[src/rtl/burst_dpath_pkg.sv]
package burst_dpath_pkg;

  typedef enum logic [2:0] {
    CMD_NOP   = 3'd0,
    CMD_DESEL = 3'd1,
    CMD_READ  = 3'd2,
    CMD_WRITE = 3'd3,
    CMD_BSTOP = 3'd4
  } cmd_e;

  localparam int unsigned BLC_W = 3;

endpackage

[src/rtl/burst_seq.sv]
module burst_seq
  import burst_dpath_pkg::*;
#(
  parameter int unsigned AW = 5
) (
  input  logic              clk,
  input  logic              rst_n,
  input  logic [2:0]        cmd_i,
  input  logic [AW-1:0]     col_i,
  input  logic [BLC_W-1:0]  blen_i,
  output logic              rd_emit_o,
  output logic [AW-1:0]     rd_addr_o,
  output logic              wr_en_o,
  output logic [AW-1:0]     wr_addr_o
);

  logic          act_q, act_n;
  logic          rd_q, rd_n;
  logic [AW-1:0] base_q, base_n;
  logic [AW-1:0] cnt_q, cnt_n;
  logic [AW-1:0] mask_q, mask_n;
  logic [AW-1:0] new_mask;
  logic [AW-1:0] cur_addr;
  logic          is_rd, is_wr, is_stop, start, seq_en;

  assign is_rd   = (cmd_i == CMD_READ);
  assign is_wr   = (cmd_i == CMD_WRITE);
  assign is_stop = (cmd_i == CMD_BSTOP);
  assign start   = is_rd | is_wr;
  assign seq_en  = start | act_q;

  // Length code to column mask; codes 4 and above select the full page.
  always_comb begin
    if (blen_i[2]) new_mask = '1;
    else           new_mask = (AW'(1) << blen_i[1:0]) - AW'(1);
  end

  // Column within the aligned burst block.
  assign cur_addr = (base_q & ~mask_q) | ((base_q + cnt_q) & mask_q);

  always_comb begin
    act_n  = act_q;
    rd_n   = rd_q;
    base_n = base_q;
    cnt_n  = cnt_q;
    mask_n = mask_q;
    if (start) begin
      rd_n   = is_rd;
      base_n = col_i;
      mask_n = new_mask;
      // A write consumes word 0 at the command edge itself.
      cnt_n  = is_rd ? '0 : AW'(1);
      act_n  = is_rd | (new_mask != '0);
    end else if (act_q) begin
      if (is_stop || (cnt_q == mask_q)) act_n = 1'b0;
      else                              cnt_n = cnt_q + AW'(1);
    end
  end

  always_ff @(posedge clk or negedge rst_n) begin
    if (!rst_n) begin
      act_q <= 1'b0;
    end else if (seq_en) begin
      act_q <= act_n;
    end
  end

  always_ff @(posedge clk) begin
    if (seq_en) begin
      rd_q   <= rd_n;
      base_q <= base_n;
      cnt_q  <= cnt_n;
      mask_q <= mask_n;
    end
  end

  assign rd_emit_o = act_q & rd_q;
  assign rd_addr_o = cur_addr;
  assign wr_en_o   = is_wr | (act_q & ~rd_q & ~is_stop & ~start);
  assign wr_addr_o = is_wr ? col_i : cur_addr;

  AST_STOP_HALTS: assert property (@(posedge clk) disable iff (!rst_n)
    (act_q && is_stop) |=> !act_q);

  AST_CNT_BOUNDED: assert property (@(posedge clk) disable iff (!rst_n)
    act_q |-> ((cnt_q & ~mask_q) == '0));

endmodule

[src/rtl/rd_lat_pipe.sv]
module rd_lat_pipe #(
  parameter int unsigned DW     = 16,
  parameter int unsigned CL_MAX = 3,
  localparam int unsigned CLW   = $clog2(CL_MAX + 1)
) (
  input  logic           clk,
  input  logic           rst_n,
  input  logic           emit_i,
  input  logic [DW-1:0]  data_i,
  input  logic [CLW-1:0] cas_lat_i,
  output logic           valid_o,
  output logic [DW-1:0]  data_o
);

  logic [CL_MAX-1:0] v_q;
  logic [DW-1:0]     d_q [CL_MAX];

  always_ff @(posedge clk or negedge rst_n) begin
    if (!rst_n) v_q[0] <= 1'b0;
    else        v_q[0] <= emit_i;
  end

  always_ff @(posedge clk) begin
    if (emit_i) d_q[0] <= data_i;
  end

  for (genvar g = 1; g < CL_MAX; g++) begin : g_stage
    always_ff @(posedge clk or negedge rst_n) begin
      if (!rst_n) v_q[g] <= 1'b0;
      else        v_q[g] <= v_q[g-1];
    end
    always_ff @(posedge clk) begin
      if (v_q[g-1]) d_q[g] <= d_q[g-1];
    end
  end

  // Tap the stage that matches the programmed latency; undriven data reads as zero.
  always_comb begin
    valid_o = 1'b0;
    data_o  = '0;
    for (int i = 0; i < CL_MAX; i++) begin
      if (int'(cas_lat_i) == i + 1 && v_q[i]) begin
        valid_o = 1'b1;
        data_o  = d_q[i];
      end
    end
  end

endmodule

[src/rtl/word_array.sv]
module word_array #(
  parameter int unsigned DW = 16,
  parameter int unsigned AW = 5,
  localparam int unsigned DEPTH = 1 << AW
) (
  input  logic          clk,
  input  logic          we_i,
  input  logic [AW-1:0] waddr_i,
  input  logic [DW-1:0] wdata_i,
  input  logic [AW-1:0] raddr_i,
  output logic [DW-1:0] rdata_o
);

  logic [DW-1:0] mem_q [DEPTH];

  for (genvar g = 0; g < DEPTH; g++) begin : g_word
    always_ff @(posedge clk) begin
      if (we_i && (waddr_i == AW'(g))) mem_q[g] <= wdata_i;
    end
  end

  assign rdata_o = mem_q[raddr_i];

endmodule

[src/rtl/burst_dpath.sv]
module burst_dpath
  import burst_dpath_pkg::*;
#(
  parameter int unsigned DW     = 16,
  parameter int unsigned AW     = 5,
  parameter int unsigned CL_MAX = 3,
  localparam int unsigned CLW   = $clog2(CL_MAX + 1)
) (
  input  logic             clk,
  input  logic             rst_n,
  input  logic [2:0]       cmd_i,
  input  logic [AW-1:0]    col_i,
  input  logic [CLW-1:0]   cas_lat_i,
  input  logic [BLC_W-1:0] burst_len_i,
  input  logic [DW-1:0]    dq_i,
  output logic [DW-1:0]    dq_o,
  output logic             dq_oe_o
);

  logic          rd_emit;
  logic [AW-1:0] rd_addr;
  logic          wr_en;
  logic [AW-1:0] wr_addr;
  logic [DW-1:0] rd_word;

  burst_seq #(.AW(AW)) u_seq (
    .clk       (clk),
    .rst_n     (rst_n),
    .cmd_i     (cmd_i),
    .col_i     (col_i),
    .blen_i    (burst_len_i),
    .rd_emit_o (rd_emit),
    .rd_addr_o (rd_addr),
    .wr_en_o   (wr_en),
    .wr_addr_o (wr_addr)
  );

  word_array #(.DW(DW), .AW(AW)) u_mem (
    .clk     (clk),
    .we_i    (wr_en),
    .waddr_i (wr_addr),
    .wdata_i (dq_i),
    .raddr_i (rd_addr),
    .rdata_o (rd_word)
  );

  rd_lat_pipe #(.DW(DW), .CL_MAX(CL_MAX)) u_pipe (
    .clk       (clk),
    .rst_n     (rst_n),
    .emit_i    (rd_emit),
    .data_i    (rd_word),
    .cas_lat_i (cas_lat_i),
    .valid_o   (dq_oe_o),
    .data_o    (dq_o)
  );

  AST_CL_RANGE: assert property (@(posedge clk) disable iff (!rst_n)
    cas_lat_i != '0);

  AST_WR_FIRST: assert property (@(posedge clk) disable iff (!rst_n)
    (cmd_i == CMD_WRITE) |-> (wr_en && wr_addr == col_i));

  AST_NO_WR_ON_STOP: assert property (@(posedge clk) disable iff (!rst_n)
    (cmd_i == CMD_BSTOP) |-> !wr_en);

  AST_RD_START: assert property (@(posedge clk) disable iff (!rst_n)
    (cmd_i == CMD_READ) |=> rd_emit);

endmodule

[config.mk]
export PLATFORM = sky130hd
export DESIGN_NAME = burst_dpath
export DESIGN_NICKNAME = d
export VERILOG_FILES = /design/src/rtl/burst_dpath_pkg.sv /design/src/rtl/burst_seq.sv /design/src/rtl/rd_lat_pipe.sv /design/src/rtl/word_array.sv /design/src/rtl/burst_dpath.sv
export SDC_FILE = /design/constraint.sdc
export NUM_CORES = 1
export LEC_CHECK = 0
export ABC_AREA = 1
export BUFFER_PORTS_ARGS = -buffer_cell sky130_fd_sc_hd__buf_2
export CAP_MARGIN = 20
export CORE_MARGIN = 5
export CORE_UTILIZATION = 39
export CTS_CLUSTER_SIZE = 16
export DETAILED_ROUTE_END_ITERATION = 10
export GPL_TIMING_DRIVEN = 0
export PLACE_DENSITY = 0.58
export SKIP_LAST_GASP = 1
export SYNTH_ARGS = -nofsm -noshare
export SYNTH_HDL_FRONTEND = slang
export SYNTH_SLANG_ARGS = --single-unit
[constraint.sdc]
create_clock -name clk -period 5.5 [get_ports clk]
set_input_delay 0.825 -clock clk [delete_from_list [all_inputs] [get_ports clk]]
set_output_delay 0.825 -clock clk [all_outputs]
set_load 0.01 [all_outputs]
==> results.toml <==
[detailed_routing]
drcViolationCount = 0
antenna_left = 0
via_per_inst = 5.13
dr.first_iter.drc_count = 1751
vias = 18281
wl_per_cell_um = 21.9
wirelength_um = 77900
firstDrtPassIters = 7

[critical_path]
critPathLaunchType = "flop"
crit_type = "flop to flop"
r2r_cells = 12
cp_top_family = "simple AND/OR/NAND/NOR gates"
required_ns = 5.79
reg2reg_slack_ns = 1.71
cp-end-kind = "flop"
r2r_start = "u_seq.cnt_q[0]"
path_cells = "ha_1, fa_1, nand2_1, o21ai_1, buf_2, nand2_1, o21ai_2, inv_2, nor2_2, nand4_1, nor2_1, buf_4"
crit_path_max_incr_delay_ns = 0.65
cp.buffers_inverters = 3
crit_path_top_delay_cell = "nor2_1"
r2r-end = "u_mem.mem_q[30][1]"
crit_arrival_ns = 4.08
startpoint = "u_seq.cnt_q[0]"
cp_num_cells = 12
worstPathMaxFanout = 10
crit_top_cell = "nand2_1"
endpoint = "u_mem.mem_q[30][1]"

[sta]
slew_viol_final = 0
min_period_over_period_pct = 68.9
final-setup-viol-count = 0
skew_ns = 0.0337
tightest_slew_ns = 0.942
hold_viol_final = 0
rsz0062_at_grt = "false"
min_period_ns = 3.79
totalNegativeSetupSlack_ns = 0
slew_headroom_pct = 37.2
max_freq_mhz = 264

[layout]
final_util_pct = 45.3
fin_nets = 2695
final_common_cell = "nand2_1"
final_cell_mix = "nand2_1 (627), edfxtp_1 (576), nand3_1 (531)"
instances_no_fill = 3563
syn_to_final_growth_pct = 15.0
layout-drive-gt1-share_pct = 10.4

[yosys]
netlist.area_leader.share_pct = 66.7
ys_warn_count = 0
syn_nets = 2549
yosysUniqueCellTypes = 29
syn_area_um2 = 25900
synth_area_per_cell_um2 = 10.3
ys_seq_area_share_pct = 67.1
syn_inst = 2512
synth.area.top_cells = "edfxtp_1 (67%), nand3_1 (10%), nand2_1 (9.1%)"
synth_seq_cells = 580
synth_top_area_cell = "edfxtp_1"
synth_edf_count = 576
synthFlopType = "edfxtp_1"
synthArstFlopShare_pct = 0.690

[floorplanning]
dieHeight_um = 268
io_pins = 48
initial_core_util_pct = 39.4
die-area_um2 = 71700
dieWidth_um = 268
placementRows = 94
core_area_um2 = 65900

[clock_tree]
postCtsResizedCells = 0
cts_buffer_depth = 3
root_buffer = "clkbuf_16"
postCtsHoldBufs = 0
cts_tree = "built"
clock_sinks = 580
htreeDepth = 3
cts_setup_buffers = 0
clock_latency_ns = 0.61
numCtsBuffers = 66
path_clk_slew_ns = 0.06

[min_path]
hold_path.class = "input pin to asynchronous set/reset pin"

[outcome]
status = "complete, no violations"

[global_route]
grt_pass1_vias = 17504
track_usage_pct = 21.7
grt_pass1_wl_um = 114000
grt_overflow_total = 0
antenna_found_initial = 1
grt_max_degree = 33

[placed_design]
hpwl_um = 52900
place_inst = 3454
routabilityCongestion = 0.964
port_buffers = 47

[pwr]
p_leak_nw = 12.6
vdd_drop_max_v = 0.000244
powerDensity_nw_per_um2 = 374

[job]
max_cap_violations = 0
## routing by layer
layer  part of all wire, %  GRT usage, %  vias to the layer above
met3                   6.8          4.07                      130
li1                      -             -                     8536
met2                    49          36.7                      655
met1                    42          28.9                     8958
met4                   2.7          6.02                        2
met5                 0.017             0                        -
## worst min path at each step
| stage | end | slack (ns) | cells after the start |
|---|---|---|---|
| floorplan | u_pipe.d_q[0][16] | 0.43 | 0 |
| global placement | u_pipe.d_q[0][41] | 0.43 | 0 |
| detailed placement | u_pipe.d_q[0][41] | 0.44 | 0 |
| CTS | u_pipe.v_q[0] | 0.04 | 1 |
| global route | u_seq.act_q | 0.04 | 1 |
| finish | u_seq.act_q | 0.07 | 1 |
## worst register-to-register path, stage by stage, from the launching register on
cell and delay (ns):
edfxtp_1 0.49, ha_1 0.29, fa_1 0.50, nand2_1 0.06, o21ai_1 0.12, buf_2 0.37, nand2_1 0.11, o21ai_2 0.13
inv_2 0.07, nor2_2 0.18, nand4_1 0.17, nor2_1 0.65, buf_4 0.32
## per-stage QoR
step	total power, W	setup slack (ns)	hold slack, ns	area [um2]
after floorplan	0.00632	2.38	0.427	25900
after global placement	0.00717	0.996	0.430	27200
after detailed placement	0.00722	1.60	0.438	27900
after CTS	0.0112	1.70	0.0394	29800
after global routing	0.0116	1.42	0.0385	29800
final	0.0112	1.71	0.0687	29800
## state kept, by name, summed over array words and instances (netlist names)
| register | cells |
|---|---|
| u_mem.mem_q | 512 |
| u_pipe.d_q | 48 |
| u_seq.base_q | 5 |
| u_seq.cnt_q | 5 |
| u_seq.mask_q | 5 |
| u_pipe.v_q | 3 |
| u_seq.act_q | 1 |
| u_seq.rd_q | 1 |
## power by group
group	switching (W)	leakage [nW]	total, W	internal (W)
Clock	0.00168	0.942	0.00401	0.00233
Sequential	0.0000767	5.27	0.00513	0.00505
Combinational	0.00151	6.35	0.00202	0.000515
## cell usage after synthesis, drive strengths merged, types with 4 or more instances
cell type	count
edfxtp	576
or2	4
nor2	46
nand3	531
dfrtp	4
nand2	633
clkbuf	39
ha	5
nand3b	64
nand4	16
buf	90
xor2	6
o21ai	9
inv	481
## logic make-up after synthesis
kind of cell / share of synthesized area (%)
AND/OR/NAND/NOR: 22.6
buffers and inverters: 9.33
flip-flops: 67.1
AO/OA/AOI/OAI: 0.319
XOR/XNOR: 0.270
adder cells (fa/ha/maj): 0.319
## final cells by class
| class | count | area (um2) |
|---|---|---|
| Timing Repair Buffer | 78 | 798 |
| Tap cell | 864 | 1080 |
| Clock buffer | 87 | 1840 |
| Fill cell | 6207 | 36100 |
| Sequential cell | 580 | 17400 |
| Clock inverter | 20 | 87.6 |
| Antenna cell | 2 | 5.00 |
| Inverter | 481 | 1810 |
| Multi-Input combinational cell | 1322 | 6180 |
| Buffer | 129 | 612 |
(Power assumes the default switching activity.)
